--- src/rtl/flash_cmd_ctrl.sv ---
`timescale 1ns/1ps
module flash_cmd_ctrl #(
  parameter int NBANK  = 2,
  parameter int NBLK   = 4,
  parameter int ADDR_W = 12,
  parameter int DATA_W = 16
) (
  input  logic                                  clk,
  input  logic                                  rst_n,
  input  logic                                  wr_en,
  input  logic [ADDR_W-1:0]                     wr_addr,
  input  logic [DATA_W-1:0]                     wr_data,
  input  logic [$clog2(NBANK)+$clog2(NBLK)-1:0] rd_loc,
  input  logic [NBANK*NBLK-1:0]                 blk_prot,
  input  logic                                  eng_done,
  input  logic                                  eng_paused,
  output logic [2*NBANK-1:0]                    bank_mode,
  output logic [1:0]                            rd_mode,
  output logic [7:0]                            status,
  output logic                                  eng_start,
  output logic [1:0]                            eng_op,
  output logic [ADDR_W-1:0]                     eng_addr,
  output logic [DATA_W-1:0]                     eng_data,
  output logic [NBLK-1:0]                       eng_blk_mask,
  output logic                                  eng_suspend,
  output logic                                  eng_resume,
  output logic                                  eng_abort
);
  localparam int BKW   = $clog2(NBANK);
  localparam int BLW   = $clog2(NBLK);
  localparam int LOC_W = BKW + BLW;

  localparam logic [1:0] M_ARR = 2'd0, M_STAT = 2'd1, M_SIG = 2'd2, M_QRY = 2'd3;
  localparam logic [1:0] OP_PROG = 2'd1, OP_BERS = 2'd2, OP_KERS = 2'd3;

  typedef enum logic [2:0] {
    S_IDLE, S_SETP, S_SETB, S_SETK, S_RUN, S_SUSP, S_NSETP, S_NRUN
  } st_t;

  st_t              st;
  logic [1:0]       op;
  logic [LOC_W-1:0] op_loc;
  logic             susp_req;
  logic             err;
  logic [1:0]       mode_q [NBANK];

  wire [7:0]       cmd   = wr_data[7:0];
  wire [LOC_W-1:0] wloc  = wr_addr[ADDR_W-1 -: LOC_W];
  wire [BKW-1:0]   wbank = wloc[LOC_W-1 -: BKW];
  wire [BLW-1:0]   wblk  = wloc[BLW-1:0];
  wire [BKW-1:0]   rbank = rd_loc[LOC_W-1 -: BKW];
  wire [NBLK-1:0]  wprot = blk_prot[NBLK*wbank +: NBLK];
  wire [NBLK-1:0]  w_oh  = {{(NBLK-1){1'b0}}, 1'b1} << wblk;

  wire is_rd_cmd = (cmd == 8'hFF) || (cmd == 8'h70) || (cmd == 8'h90) || (cmd == 8'h98);
  wire susp_any  = (st == S_SUSP) || (st == S_NSETP) || (st == S_NRUN);
  wire esusp     = susp_any && (op == OP_BERS);
  wire running   = (st == S_RUN) || (st == S_NRUN);

  function automatic logic [1:0] mode_of(input logic [7:0] c);
    case (c)
      8'h70:   return M_STAT;
      8'h90:   return M_SIG;
      8'h98:   return M_QRY;
      default: return M_ARR;
    endcase
  endfunction

  genvar g;
  generate
    for (g = 0; g < NBANK; g++) begin : g_mode
      assign bank_mode[2*g +: 2] = mode_q[g];
    end
  endgenerate

  wire [1:0] rsel = mode_q[rbank];
  assign rd_mode   = (esusp && rsel == M_ARR && rd_loc == op_loc) ? M_STAT : rsel;
  assign status    = {!running, esusp, err, err, 1'b0, (st == S_SUSP) && (op == OP_PROG), 2'b00};
  assign eng_abort = !rst_n;

  always_ff @(posedge clk or negedge rst_n) begin
    if (!rst_n) begin
      st           <= S_IDLE;
      op           <= 2'd0;
      op_loc       <= '0;
      susp_req     <= 1'b0;
      err          <= 1'b0;
      eng_start    <= 1'b0;
      eng_op       <= 2'd0;
      eng_addr     <= '0;
      eng_data     <= '0;
      eng_blk_mask <= '0;
      eng_suspend  <= 1'b0;
      eng_resume   <= 1'b0;
      for (int i = 0; i < NBANK; i++) mode_q[i] <= M_ARR;
    end else begin
      eng_start   <= 1'b0;
      eng_suspend <= 1'b0;
      eng_resume  <= 1'b0;
      if (wr_en) begin
        case (st)
          S_SETP, S_NSETP: begin
            eng_start    <= 1'b1;
            eng_op       <= OP_PROG;
            eng_addr     <= wr_addr;
            eng_data     <= wr_data;
            eng_blk_mask <= w_oh;
            mode_q[wbank] <= M_STAT;
            if (st == S_SETP) begin
              op     <= OP_PROG;
              op_loc <= wloc;
              st     <= S_RUN;
            end else begin
              st <= S_NRUN;
            end
          end
          S_SETB: begin
            mode_q[wbank] <= M_STAT;
            if (cmd == 8'hD0) begin
              eng_start    <= 1'b1;
              eng_op       <= OP_BERS;
              eng_addr     <= wr_addr;
              eng_blk_mask <= w_oh;
              op           <= OP_BERS;
              op_loc       <= wloc;
              st           <= S_RUN;
            end else begin
              err <= 1'b1;
              st  <= S_IDLE;
            end
          end
          S_SETK: begin
            mode_q[wbank] <= M_STAT;
            if (cmd != 8'hD0) begin
              err <= 1'b1;
              st  <= S_IDLE;
            end else if (&wprot) begin
              st <= S_IDLE;
            end else begin
              eng_start    <= 1'b1;
              eng_op       <= OP_KERS;
              eng_addr     <= wr_addr;
              eng_blk_mask <= ~wprot;
              op           <= OP_KERS;
              op_loc       <= wloc;
              st           <= S_RUN;
            end
          end
          default: begin
            if (is_rd_cmd) begin
              mode_q[wbank] <= mode_of(cmd);
            end else begin
              case (st)
                S_IDLE: begin
                  if (cmd == 8'h40) st <= S_SETP;
                  else if (cmd == 8'h20) st <= S_SETB;
                  else if (cmd == 8'h80) st <= S_SETK;
                  else if (cmd == 8'h50) err <= 1'b0;
                end
                S_RUN: begin
                  if (cmd == 8'hB0 && op != OP_KERS && !susp_req && !eng_done) begin
                    eng_suspend <= 1'b1;
                    susp_req    <= 1'b1;
                  end
                end
                S_SUSP: begin
                  if (cmd == 8'hD0) begin
                    eng_resume <= 1'b1;
                    susp_req   <= 1'b0;
                    st         <= S_RUN;
                  end else if (op == OP_BERS && cmd == 8'h50) begin
                    err <= 1'b0;
                  end else if (op == OP_BERS && cmd == 8'h40) begin
                    st <= S_NSETP;
                  end
                end
                default: ;
              endcase
            end
          end
        endcase
      end
      if (st == S_RUN) begin
        if (eng_done) begin
          st       <= S_IDLE;
          susp_req <= 1'b0;
        end else if (susp_req && eng_paused) begin
          st <= S_SUSP;
        end
      end else if (st == S_NRUN && eng_done) begin
        st <= S_SUSP;
      end
    end
  end
endmodule

--- config.mk ---
export PLATFORM = sky130hd
export DESIGN_NAME = flash_cmd_ctrl
export DESIGN_NICKNAME = d
export VERILOG_FILES = /design/src/rtl/flash_cmd_ctrl.sv
export SDC_FILE = /design/constraint.sdc
export NUM_CORES = 1
export LEC_CHECK = 0
export ABC_AREA = 1
export BUFFER_PORTS_ARGS = -buffer_cell sky130_fd_sc_hd__clkbuf_2
export CAP_MARGIN = 10
export CORE_ASPECT_RATIO = 0.8
export CORE_UTILIZATION = 35
export DETAILED_ROUTE_END_ITERATION = 8
export MAX_ROUTING_LAYER = met4
export SYNTH_ARGS = -nofsm -noshare
export SYNTH_HDL_FRONTEND = slang
export SYNTH_SLANG_ARGS = --single-unit
--- constraint.sdc ---
create_clock -name clk -period 2.4 [get_ports clk]
set_input_delay 0.24 -clock clk [delete_from_list [all_inputs] [get_ports clk]]
set_output_delay 0.24 -clock clk [all_outputs]
set_load 0.05 [all_outputs]
==> results.json, run 1 <==
{
  "number_of_cell_rows": 27,
  "crit_type": "reg2out",
  "coreArea_um2": 7094,
  "peakVddDrop_uv": 534.6,
  "antenna_violating_nets_post_route": 0,
  "rr_worst_depth": 9,
  "netlist-cell-type-count": 29,
  "clock_tree.buffer_depth": 2,
  "final.fill_count": 747,
  "via_count_of_the_first_global_routing_pass": 2208,
  "clock_pin_slew_of_the_registers_on_the_worst_case_setup_and_hold_paths_ns": 0.10,
  "ys_ff_latch": 51,
  "synthesis.instances": 334,
  "run_status": "completed",
  "synth_top_family_by_area": "simple AND/OR/NAND/NOR gates",
  "placement.io_buffers": 92,
  "worstMarginPinSlew_ns": 0.6353,
  "die_width_um": 99.10,
  "grt_setup_unrepaired": "no",
  "synth-async-reset-ratio_pct": 100.0,
  "synth-main-ff-cell": "sky130_fd_sc_hd__dfrtp_1",
  "yosys.area_share.adder_pct": 0,
  "timing.hold.worst.class": "in2async",
  "yosys-top-cells-area": "sky130_fd_sc_hd__dfrtp_1 48%, sky130_fd_sc_hd__nand2_1 15%, sky130_fd_sc_hd__o21ai_0 6.3%",
  "finalWeightedCongestion": 0.8862,
  "synthMuxAreaShare_pct": 4.265,
  "synth_simple_gate_area_share_pct": 25.59,
  "drtPass1Iterations": 4,
  "grt_use_total_pct": 17.95,
  "yosysWarnings": 0,
  "tritoncts.num_buffers": 5,
  "synth.cells.most_frequent": "104 x sky130_fd_sc_hd__nand2_1, 51 x sky130_fd_sc_hd__dfrtp_1, 36 x sky130_fd_sc_hd__inv_1",
  "final.setup_skew_ns": 0.01121,
  "worst_r2r_endpoint": "eng_op[1]$_DFFE_PN0P_",
  "cp.arrival_ns": 1.78,
  "detailedRoute.firstIterationViolations": 90,
  "drive_above_1_share_pct": 29.34,
  "synth_most_common_cell": "sky130_fd_sc_hd__nand2_1",
  "worst_setup_path_start_kind": "register",
  "post-route-drc-count": 0,
  "synth_top_area_cell": "sky130_fd_sc_hd__dfrtp_1",
  "gr-total-overflow": 0,
  "cts.root.buffer_cell": "sky130_fd_sc_hd__clkbuf_8",
  "min_period_over_period_pct": 84.18,
  "drt_wl_total_um": 6526,
  "final-setup-viol-count": 0,
  "max_freq_mhz": 495.0,
  "cellLeakagePower_nw": 1.818,
  "antenna-diode-count": 0,
  "maxCapViolations": 0,
  "final_nets": 469,
  "die_area_um2": 7896,
  "cts_max_level": 2,
  "synthDominantCellAreaShare_pct": 48.34,
  "worst_r2r_startpoint": "st[1]$_DFF_PN0_",
  "cts-resized-gates": 0,
  "critical_path_peak_fanout": 7,
  "grt_first_pass_wirelength_um": 10760,
  "wl_per_cell_um": 12.72,
  "ys_seq_area_share_pct": 48.34,
  "antenna_found_initial": 0,
  "vias": 2446,
  "floorplan.die.height_um": 79.68,
  "slew-limit-headroom_pct": 57.64,
  "cp.required_ns": 2.16,
  "syn-mean-instance-area_um2": 7.904,
  "worst_setup_slack_for_register_to_register_paths_ns": 0.61,
  "layout_min_cycle_time_ns": 2.020,
  "detailed_place_hpwl_um": 5155,
  "cts.sink_count": 51,
  "timing.final.hold_violations": 0,
  "final_layout_setup_total_negative_slack_ns": 0,
  "synth-edff-count": 0,
  "grt_max_degree": 52,
  "worst_setup_path_end_kind": "output pin",
  "holdBufCountCts": 0,
  "power_dens_cells_nw_per_um2": 1460,
  "area_growth_syn_to_layout_pct": 23.79,
  "num_io_pins": 96,
  "synth-xor-area-share_pct": 0.9953,
  "synth_compound_area_share_pct": 11.56,
  "initial_core_util_pct": 37.21,
  "cts_setup_buffers": 0,
  "tritoncts": "yes",
  "post_synth_instance_area_um2": 2640,
  "via_per_inst": 4.768,
  "timing_max_transition_violations_final": 0,
  "holdWs_ns": 0.1072,
  "clock_latency_ns": 0.31
}
[routing by layer]
| metal | vias up | share of wire (%) | global-route usage (%) |
|---|---|---|---|
| met5 | - | 0 | - |
| met4 | 0 | 0.77 | 5.735 |
| met3 | 5 | 4.5 | 2.890 |
| met2 | 63 | 44 | 25.94 |
| met1 | 1142 | 51 | 25.75 |
| li1 | 1236 | - | - |
[kinds of logic (layout without fill, tap and decap cells)]
family	after synthesis	count (layout)
AO/OA/AOI/OAI	55	55
AND/OR/NAND/NOR	162	162
buffers and inverters	52	142
multiplexers	10	10
flip-flops	51	51
other	1	3
XOR/XNOR	3	3
[critical path, stage by stage (launching register included)]
cell and delay (ns):
sky130_fd_sc_hd__dfrtp_1 0.46, sky130_fd_sc_hd__nor2_1 0.23, sky130_fd_sc_hd__inv_1 0.12, sky130_fd_sc_hd__nor2_1 0.17, sky130_fd_sc_hd__inv_1 0.10, sky130_fd_sc_hd__o21ai_0 0.10, sky130_fd_sc_hd__inv_1 0.07, sky130_fd_sc_hd__clkbuf_2 0.23
[state kept, by name, indices dropped and copies added, names as in the netlist]
register / cells
eng_resume: 1
eng_blk_mask: 4
eng_addr: 12
eng_start: 1
err: 1
susp_req: 1
st: 3
eng_data: 16
eng_op: 2
eng_suspend: 1
bank_mode: 4
op: 2
op_loc: 3
[where the power goes]
part	internal, W	total (W)	switching, W
clock	0.000338	0.000622	0.000285
sequential	0.00123	0.00148	0.000246
combinational	0.000644	0.00267	0.00203
total	0.00221	0.00477	0.00256
[worst max-delay path by stage]
stage                                   startpoint                    end  slack [ns]
after floorplan           bank_mode[3]$_DFFE_PN0P_             rd_mode[0]        0.31
after global placement                  wr_data[5]      op[1]$_DFFE_PN0P_        0.61
after detailed placement                wr_data[0]  eng_op[1]$_DFFE_PN0P_        0.62
after CTS                          st[1]$_DFF_PN0_             rd_mode[0]        0.36
after global routing               st[1]$_DFF_PN0_              status[7]        0.19
final                              st[1]$_DFF_PN0_              status[7]        0.38
[area by class of cell]
cell class / count / area, µm² / area share (%)
Sequential cell: 51 / 1276 / 39.05
Timing Repair Buffer: 95 / 483.0 / 14.78
Clock inverter: 2 / 35.03 / 1.072
Clock buffer: 6 / 82.58 / 2.527
Multi-Input combinational cell: 233 / 1136 / 34.76
Inverter: 39 / 146.4 / 4.479
Tap cell: 87 / 108.9 / 3.331
[placed cells by master (no fill, tap or decap), types with 3 or more instances in the layout]
cell type,synthesis,final
sky130_fd_sc_hd__o21ai_0,33,33
sky130_fd_sc_hd__conb_1,1,3
sky130_fd_sc_hd__mux2_2,8,8
sky130_fd_sc_hd__nand4_1,4,4
sky130_fd_sc_hd__clkbuf_8,0,6
sky130_fd_sc_hd__clkbuf_2,0,92
sky130_fd_sc_hd__inv_2,3,3
sky130_fd_sc_hd__a21oi_1,7,7
sky130_fd_sc_hd__nor3_1,6,6
sky130_fd_sc_hd__dfrtp_1,51,51
sky130_fd_sc_hd__buf_4,7,3
sky130_fd_sc_hd__o21ai_1,8,8
sky130_fd_sc_hd__inv_1,36,36
sky130_fd_sc_hd__nand3_1,14,14
sky130_fd_sc_hd__nor2_1,26,26
sky130_fd_sc_hd__nand2_1,104,104
sky130_fd_sc_hd__nor2_2,4,4
[stage by stage]
| stage | instance area (µm²) | cells | setup slack [ns] | total power, W | util (%) |
|---|---|---|---|---|---|
| floorplan | 2653 | 336 | 0.3123 | 0.003584 | - |
| global placement | 3151 | 505 | 0.6091 | 0.004149 | 44.41 |
| global route | 3268 | 513 | 0.1882 | 0.005097 | 46.07 |
| detailed placement | 3151 | 505 | 0.6158 | 0.004178 | 44.41 |
| CTS | 3268 | 513 | 0.3578 | 0.004807 | 46.07 |
| finish | 3268 | 513 | 0.3796 | 0.004772 | 46.07 |
Note: power is estimated with default switching activity, not from simulation.
==> inputs of run 2 (changes only) <==
ABC_AREA = 0   (was 1)
clock period = 2.1 ns   (was 2.4 ns; I/O delays follow)
==> run 2 against run 1 <==
  * Die area increased by 0.93%
  * Sequential share of layout area down 1.7 points
  * Via count fell by 7.4%
  * Non-clock buffer count rose by 11
  * Critical path depth down 2
  * Total power decreased by 4.7%
  * Critical endpoint is now rd_mode[0]
==> results.json, run 2 <==
{
  "run_status": "completed",
  "final-setup-viol-count": 0,
  "initial_core_util_pct": 36.05,
  "grt_util_met2_pct": 26.53,
  "final_layout_setup_total_negative_slack_ns": 0,
  "grt_setup_unrepaired": "no",
  "cts.sink_count": 51,
  "worst_setup_path_end_kind": "output pin",
  "fin_ws_ns": 0.1406,
  "dp_slack_ns": 0.1183,
  "tritoncts": "yes",
  "power_dens_cells_nw_per_um2": 1327,
  "mostFrequentLayoutCell": "sky130_fd_sc_hd__clkbuf_2",
  "largestRegisters": "eng_data x16, eng_addr x12",
  "via_per_inst": 4.900,
  "maxCapViolations": 0,
  "finalWeightedCongestion": 0.8641,
  "gr-total-overflow": 0,
  "worst_r2r_startpoint": "st[0]$_DFF_PN0_",
  "synthDominantCellAreaShare_pct": 47.89,
  "layout_min_cycle_time_ns": 1.959,
  "clock_pin_slew_of_the_registers_on_the_worst_case_setup_and_hold_paths_ns": 0.09,
  "synth-async-reset-ratio_pct": 100.0,
  "grt_busiest_layer": "met2",
  "rr_worst_depth": 6,
  "timing.final.hold_violations": 0,
  "die_area_um2": 7970,
  "postLayoutCellArea_um2": 3427,
  "worstMarginPinSlew_ns": 0.6372,
  "coreArea_um2": 7392,
  "drt_wl_total_um": 6231,
  "synth-main-ff-cell": "sky130_fd_sc_hd__dfrtp_1",
  "synth-edff-count": 0,
  "antenna_violating_nets_post_route": 0,
  "worst_setup_path_start_kind": "register",
  "clock_latency_ns": 0.30,
  "max_freq_mhz": 510.4,
  "grt_use_total_pct": 16.89,
  "register_with_the_most_flip_flops": "eng_data",
  "final_nets": 400,
  "tritoncts.num_buffers": 5,
  "post_synth_instance_area_um2": 2665,
  "die_width_um": 99.56,
  "detailedRoute.firstIterationViolations": 112,
  "synth_top_area_cell": "sky130_fd_sc_hd__dfrtp_1",
  "clock_tree.buffer_depth": 2,
  "detailed_place_hpwl_um": 4809,
  "setup.worst_path.end": "rd_mode[0]",
  "holdWs_ns": 0.05821,
  "num_io_pins": 96,
  "slew-limit-headroom_pct": 57.52,
  "ys_seq_area_share_pct": 47.89,
  "area_growth_syn_to_layout_pct": 28.59,
  "wl_per_cell_um": 13.49,
  "worst_r2r_endpoint": "bank_mode[0]$_DFFE_PN0P_",
  "largest_register_ff_count": 16,
  "yosysWarnings": 0,
  "vias": 2264,
  "syn-mean-instance-area_um2": 10.33,
  "crit_type": "reg2out",
  "placed_area_um2": 3302,
  "critPathLaunch": "st[2]$_DFF_PN0_",
  "antenna_found_initial": 0,
  "yosys-top-cells-area": "sky130_fd_sc_hd__dfrtp_1 48%, sky130_fd_sc_hd__mux2_4 7.9%, sky130_fd_sc_hd__mux2_2 6.3%",
  "cts_max_level": 2,
  "cp.arrival_ns": 1.75,
  "grt.met1_usage_pct": 22.14,
  "via_count_of_the_first_global_routing_pass": 2122,
  "netlist-cell-type-count": 46,
  "floorplan.die.height_um": 80.05,
  "critical_path_peak_fanout": 10,
  "drtPass1Iterations": 4,
  "drive_above_1_share_pct": 42.86,
  "cp.required_ns": 1.89,
  "synth_most_common_cell": "sky130_fd_sc_hd__dfrtp_1",
  "worst_setup_slack_for_register_to_register_paths_ns": 0.32,
  "min_period_over_period_pct": 93.30,
  "synthesis.instances": 258,
  "peakVddDrop_uv": 543.0,
  "ys_ff_latch": 51,
  "placement.io_buffers": 92,
  "number_of_cell_rows": 28,
  "grtUsageMet3_pct": 2.959,
  "grt_max_degree": 52,
  "final.setup_skew_ns": 0.006854,
  "post-route-drc-count": 0,
  "timing_max_transition_violations_final": 0,
  "grt_first_pass_wirelength_um": 10230,
  "cts.root.buffer_cell": "sky130_fd_sc_hd__clkbuf_8",
  "antenna-diode-count": 0,
  "layout_common_cells": "92 x sky130_fd_sc_hd__clkbuf_2, 49 x sky130_fd_sc_hd__dfrtp_1, 28 x sky130_fd_sc_hd__nand2_1, 22 x sky130_fd_sc_hd__nor2_1, 15 x sky130_fd_sc_hd__mux2_2",
  "timing.hold.worst.class": "in2async",
  "synth.cells.most_frequent": "51 x sky130_fd_sc_hd__dfrtp_1, 28 x sky130_fd_sc_hd__nand2_1, 22 x sky130_fd_sc_hd__nor2_1",
  "cellLeakagePower_nw": 1.727
}
run 2: area by class of cell:
type                    count  area (µm²)
inverters                  10       37.54
flip-flops and latches     51        1279
fillers                   723        3965
clock inverters             2       35.03
clock buffers               6       82.58
well taps                 105       131.4
repair buffers            106       590.6
multi-input cells         182        1271
run 2: logic make-up (layout without fill, tap and decap cells):
kind of cell,Yosys count,in the layout,synth area share (%)
AO/OA/AOI/OAI,52,52,13.05
XOR/XNOR,5,5,1.643
buffers and inverters,27,124,5.493
flip-flops,51,51,47.89
multiplexers,33,33,15.73
other,1,3,0.1407
AND/OR/NAND/NOR,89,89,16.06
run 2: repair_timing:
item | in CTS | in global routing
hold buffers | 0 | 0
endpoints found under the hold margin | 0 | 0
endpoints found under the setup margin | 1 | 2
setup buffers | 0 | 0
gates cloned | 0 | 0
resized for setup | 1 | 2
run 2: worst min-delay path by stage:
stage	endpoint	cells after the start	start
after floorplan	bank_mode[0]$_DFFE_PN0P_	0	rst_n
after global placement	eng_data[14]$_DFFE_PN0P_	2	rst_n
after detailed placement	eng_data[9]$_DFFE_PN0P_	2	rst_n
after CTS	eng_data[9]$_DFFE_PN0P_	2	rst_n
after global routing	eng_addr[1]$_DFFE_PN0P_	2	wr_addr[1]
final	st[0]$_DFF_PN0_	2	rst_n
run 2: metal layers:
metal,wire (µm),vias up
li1,-,1096
met1,2900,1108
met2,2962,52
met3,275,8
met4,93,0
met5,0,-
run 2: critical path, cell delays in order, from the launching register on:
cell                       delay (ns)
sky130_fd_sc_hd__dfrtp_2         0.50
sky130_fd_sc_hd__inv_1           0.17
sky130_fd_sc_hd__nor3_2          0.30
sky130_fd_sc_hd__nand2_1         0.08
sky130_fd_sc_hd__o21ai_1         0.12
sky130_fd_sc_hd__clkbuf_2        0.28
run 2: metrics by stage:
step	power [W]	util [%]	instances
floorplan	0.003346	-	260
global placement	0.003846	44.67	454
detailed placement	0.003875	44.67	454
CTS	0.004602	46.33	462
global route	0.004786	46.36	462
finish	0.004547	46.36	462
run 2: power by group:
group	internal (W)	switching, W	total [W]
registers	0.00134	0.000232	0.00157
clock network	0.000386	0.000318	0.000704
logic	0.000648	0.00163	0.00227
total	0.00237	0.00218	0.00455
==> inputs of run 3 (changes only) <==
CELL_PAD_IN_SITES_DETAIL_PLACEMENT = 0   (was unset)
CELL_PAD_IN_SITES_GLOBAL_PLACEMENT = 1   (was unset)
PLACE_DENSITY_LB_ADDON = 0.1   (was unset)
==> run 3 against run 2 <==
  * Sequential cell count unchanged
  * Routed wire length up 5.6%
  * Combinational power about the same
  * Die area unchanged
  * Total power down 2.8%
  * Worst hold slack worse by 0.0036 ns
  * Sequential power about the same
  * Largest cell class unchanged
  * Critical path type unchanged
  * Setup slack worse by 0.018 ns
  * Clock-buffer cell count down 1
  * Clock power down 19%
  * Clock skew down 0.00098 ns
  * Cell count up 0.43%
==> results.json, run 3 (same netlist as run 2, synthesis figures left out) <==
{
  "fin_ws_ns": 0.1223,
  "final-setup-viol-count": 0,
  "die_width_um": 99.56,
  "seq_area_um2": 1279,
  "antenna_violating_nets_post_route": 0,
  "drive_above_1_share_pct": 43.18,
  "max_freq_mhz": 505.6,
  "internal_power_consumption_w": 0.002219,
  "power_dens_cells_nw_per_um2": 1294,
  "final_core_util_pct": 46.23,
  "cellLeakagePower_nw": 1.727,
  "critPathLaunch": "st[2]$_DFF_PN0_",
  "critPathBufInv": 3,
  "via_count_of_the_first_global_routing_pass": 2070,
  "holdWs_ns": 0.05463,
  "power_frac_comb_pct": 51.9,
  "finalWeightedCongestion": 0.7841,
  "worst_setup_path_end_kind": "output pin",
  "placement.io_buffers": 92,
  "cts_setup_buffers": 0,
  "worst_setup_path_start_kind": "register",
  "series_of_cell_instances_along_the_critical_path": "inv_1 > nor3_2 > buf_4 > nand2_1 > o21ai_1 > clkbuf_4",
  "floorplan.die.height_um": 80.05,
  "post-route-drc-count": 0,
  "grt_first_pass_wirelength_um": 10280,
  "largestRegisters": "eng_data x16, eng_addr x12",
  "power.share.sequential_pct": 35.3,
  "crit_path_depth": 6,
  "via_per_inst": 4.912,
  "timing_max_transition_violations_final": 0,
  "worst_r2r_startpoint": "st[0]$_DFF_PN0_",
  "tritoncts.num_buffers": 5,
  "antenna_found_initial": 0,
  "maxCapViolations": 0,
  "final.fill_count": 739,
  "antenna-diode-count": 0,
  "multi_input_area_um2": 1271,
  "layout_common_cells": "91 x sky130_fd_sc_hd__clkbuf_2, 49 x sky130_fd_sc_hd__dfrtp_1, 28 x sky130_fd_sc_hd__nand2_1, 22 x sky130_fd_sc_hd__nor2_1",
  "holdBufCountCts": 0,
  "critical_path_peak_fanout": 7,
  "slew-limit-headroom_pct": 57.00,
  "grt_max_degree": 52,
  "wl_per_cell_um": 14.18,
  "crit_type": "reg2out",
  "vias": 2279,
  "drtPass1Iterations": 6,
  "power.net_switching_w": 0.002202,
  "grt_setup_unrepaired": "no",
  "worst_setup_slack_for_register_to_register_paths_ns": 0.30,
  "largest_register_ff_count": 16,
  "timing.final.hold_violations": 0,
  "coreArea_um2": 7392,
  "cts_max_level": 2,
  "clock_latency_ns": 0.31,
  "clockPowerShare_pct": 12.8,
  "detailedRoute.firstIterationViolations": 79,
  "mostFrequentLayoutCell": "sky130_fd_sc_hd__clkbuf_2",
  "timing.hold.worst.class": "in2async",
  "crit_slowest_cell": "sky130_fd_sc_hd__dfrtp_2",
  "clock_pin_slew_of_the_registers_on_the_worst_case_setup_and_hold_paths_ns": 0.09,
  "rr_worst_depth": 6,
  "crit_family": "buffers and inverters",
  "clock_tree.buffer_depth": 2,
  "die_area_um2": 7970,
  "cts.sink_count": 51,
  "setup.worst_path.end": "rd_mode[0]",
  "number_of_cell_rows": 28,
  "register_with_the_most_flip_flops": "eng_data",
  "dp_slack_ns": 0.1036,
  "cp.required_ns": 1.89,
  "final_nets": 403,
  "worst_r2r_endpoint": "bank_mode[2]$_DFFE_PN0P_",
  "power.share.switching_pct": 49.81,
  "peakVddDrop_uv": 468.8,
  "num_io_pins": 96,
  "tritoncts": "yes",
  "cp.arrival_ns": 1.77,
  "gr-total-overflow": 0,
  "drt_wl_total_um": 6579,
  "initial_core_util_pct": 36.05,
  "worst_path_largest_cell_delay_ns": 0.46,
  "final.setup_skew_ns": 0.005870,
  "layout_min_cycle_time_ns": 1.978,
  "grt_use_total_pct": 17.08,
  "detailed_place_hpwl_um": 4942,
  "cts.root.buffer_cell": "sky130_fd_sc_hd__clkbuf_8",
  "area_growth_syn_to_layout_pct": 28.22,
  "worstMarginPinSlew_ns": 0.6450,
  "run_status": "completed",
  "min_period_over_period_pct": 94.18
}
==> run 3: cell count changes in the layout (fill, tap and decap cells not counted), sizes merged <==
| cell | before | now |
|---|---|---|
| clkbuf | 98 | 97 |
| clkinv | 1 | 2 |
| bufinv | 1 | 0 |
| buf | 14 | 17 |
==> run 3: per-layer routing <==
layer,vias up,GRT usage (%),part of all wire [%],wire length (µm)
li1,1111,-,-,-
met1,1084,24.04,50,3270
met2,79,24.93,44,2865
met3,5,3.742,5.9,391
met4,0,4.412,0.78,51
met5,-,-,0,0
==> run 3: through the flow <==
| step | instances | instance area, µm² | power [W] | setup TNS, ns |
|---|---|---|---|---|
| finish | 464 | 3417 | 0.004421 | 0 |
| CTS | 464 | 3411 | 0.004456 | 0 |
| floorplan | 260 | 2678 | 0.003346 | -0.1226 |
| detailed placement | 457 | 3324 | 0.003882 | 0 |
| global placement | 457 | 3324 | 0.003854 | 0 |
| global route | 464 | 3417 | 0.004636 | 0 |
==> run 3: final cells by class <==
type                       count  share of cell area, %
sequential                    51                  37.42
clock inverter                 2                 0.4028
tap                          105                  3.845
clock buffer                   5                  2.014
inverter                      10                  1.098
multi-input combinational    182                  37.20
timing repair buffer         109                  18.02
==> run 3: how the worst min path moves through the flow <==
stage,from,to,slack [ns],depth (start not counted)
after floorplan,rst_n,bank_mode[0]$_DFFE_PN0P_,-0.09,0
after global placement,rst_n,eng_addr[2]$_DFFE_PN0P_,0.40,2
after detailed placement,rst_n,eng_addr[3]$_DFFE_PN0P_,0.42,2
after CTS,rst_n,eng_addr[6]$_DFFE_PN0P_,0.08,2
after global routing,rst_n,eng_data[8]$_DFFE_PN0P_,0.12,2
final,rst_n,eng_addr[0]$_DFFE_PN0P_,0.05,2
==> run 3: worst register-to-register path: cells and delay by family, from the launching register on <==
family / cells / cell delay, ns
flip-flops: 1 / 0.50
AO/OA/AOI/OAI: 2 / 0.24
AND/OR/NAND/NOR: 3 / 0.78
buffers and inverters: 1 / 0.17
==> run 3: what timing repair did <==
item,4_1_cts,5_1_grt
endpoints found under the setup margin,1,2
endpoints found under the hold margin,0,0
gates resized for setup,2,2
==> run 3: power groups by stage <==
stage               Combinational [W]  Sequential (W)  Clock (W)
finish                        0.00229         0.00156   0.000567
global route                  0.00241         0.00160   0.000624
global placement              0.00229         0.00157          0
floorplan                    0.000723         0.00262          0
detailed placement            0.00230         0.00158          0
CTS                           0.00231         0.00156   0.000586
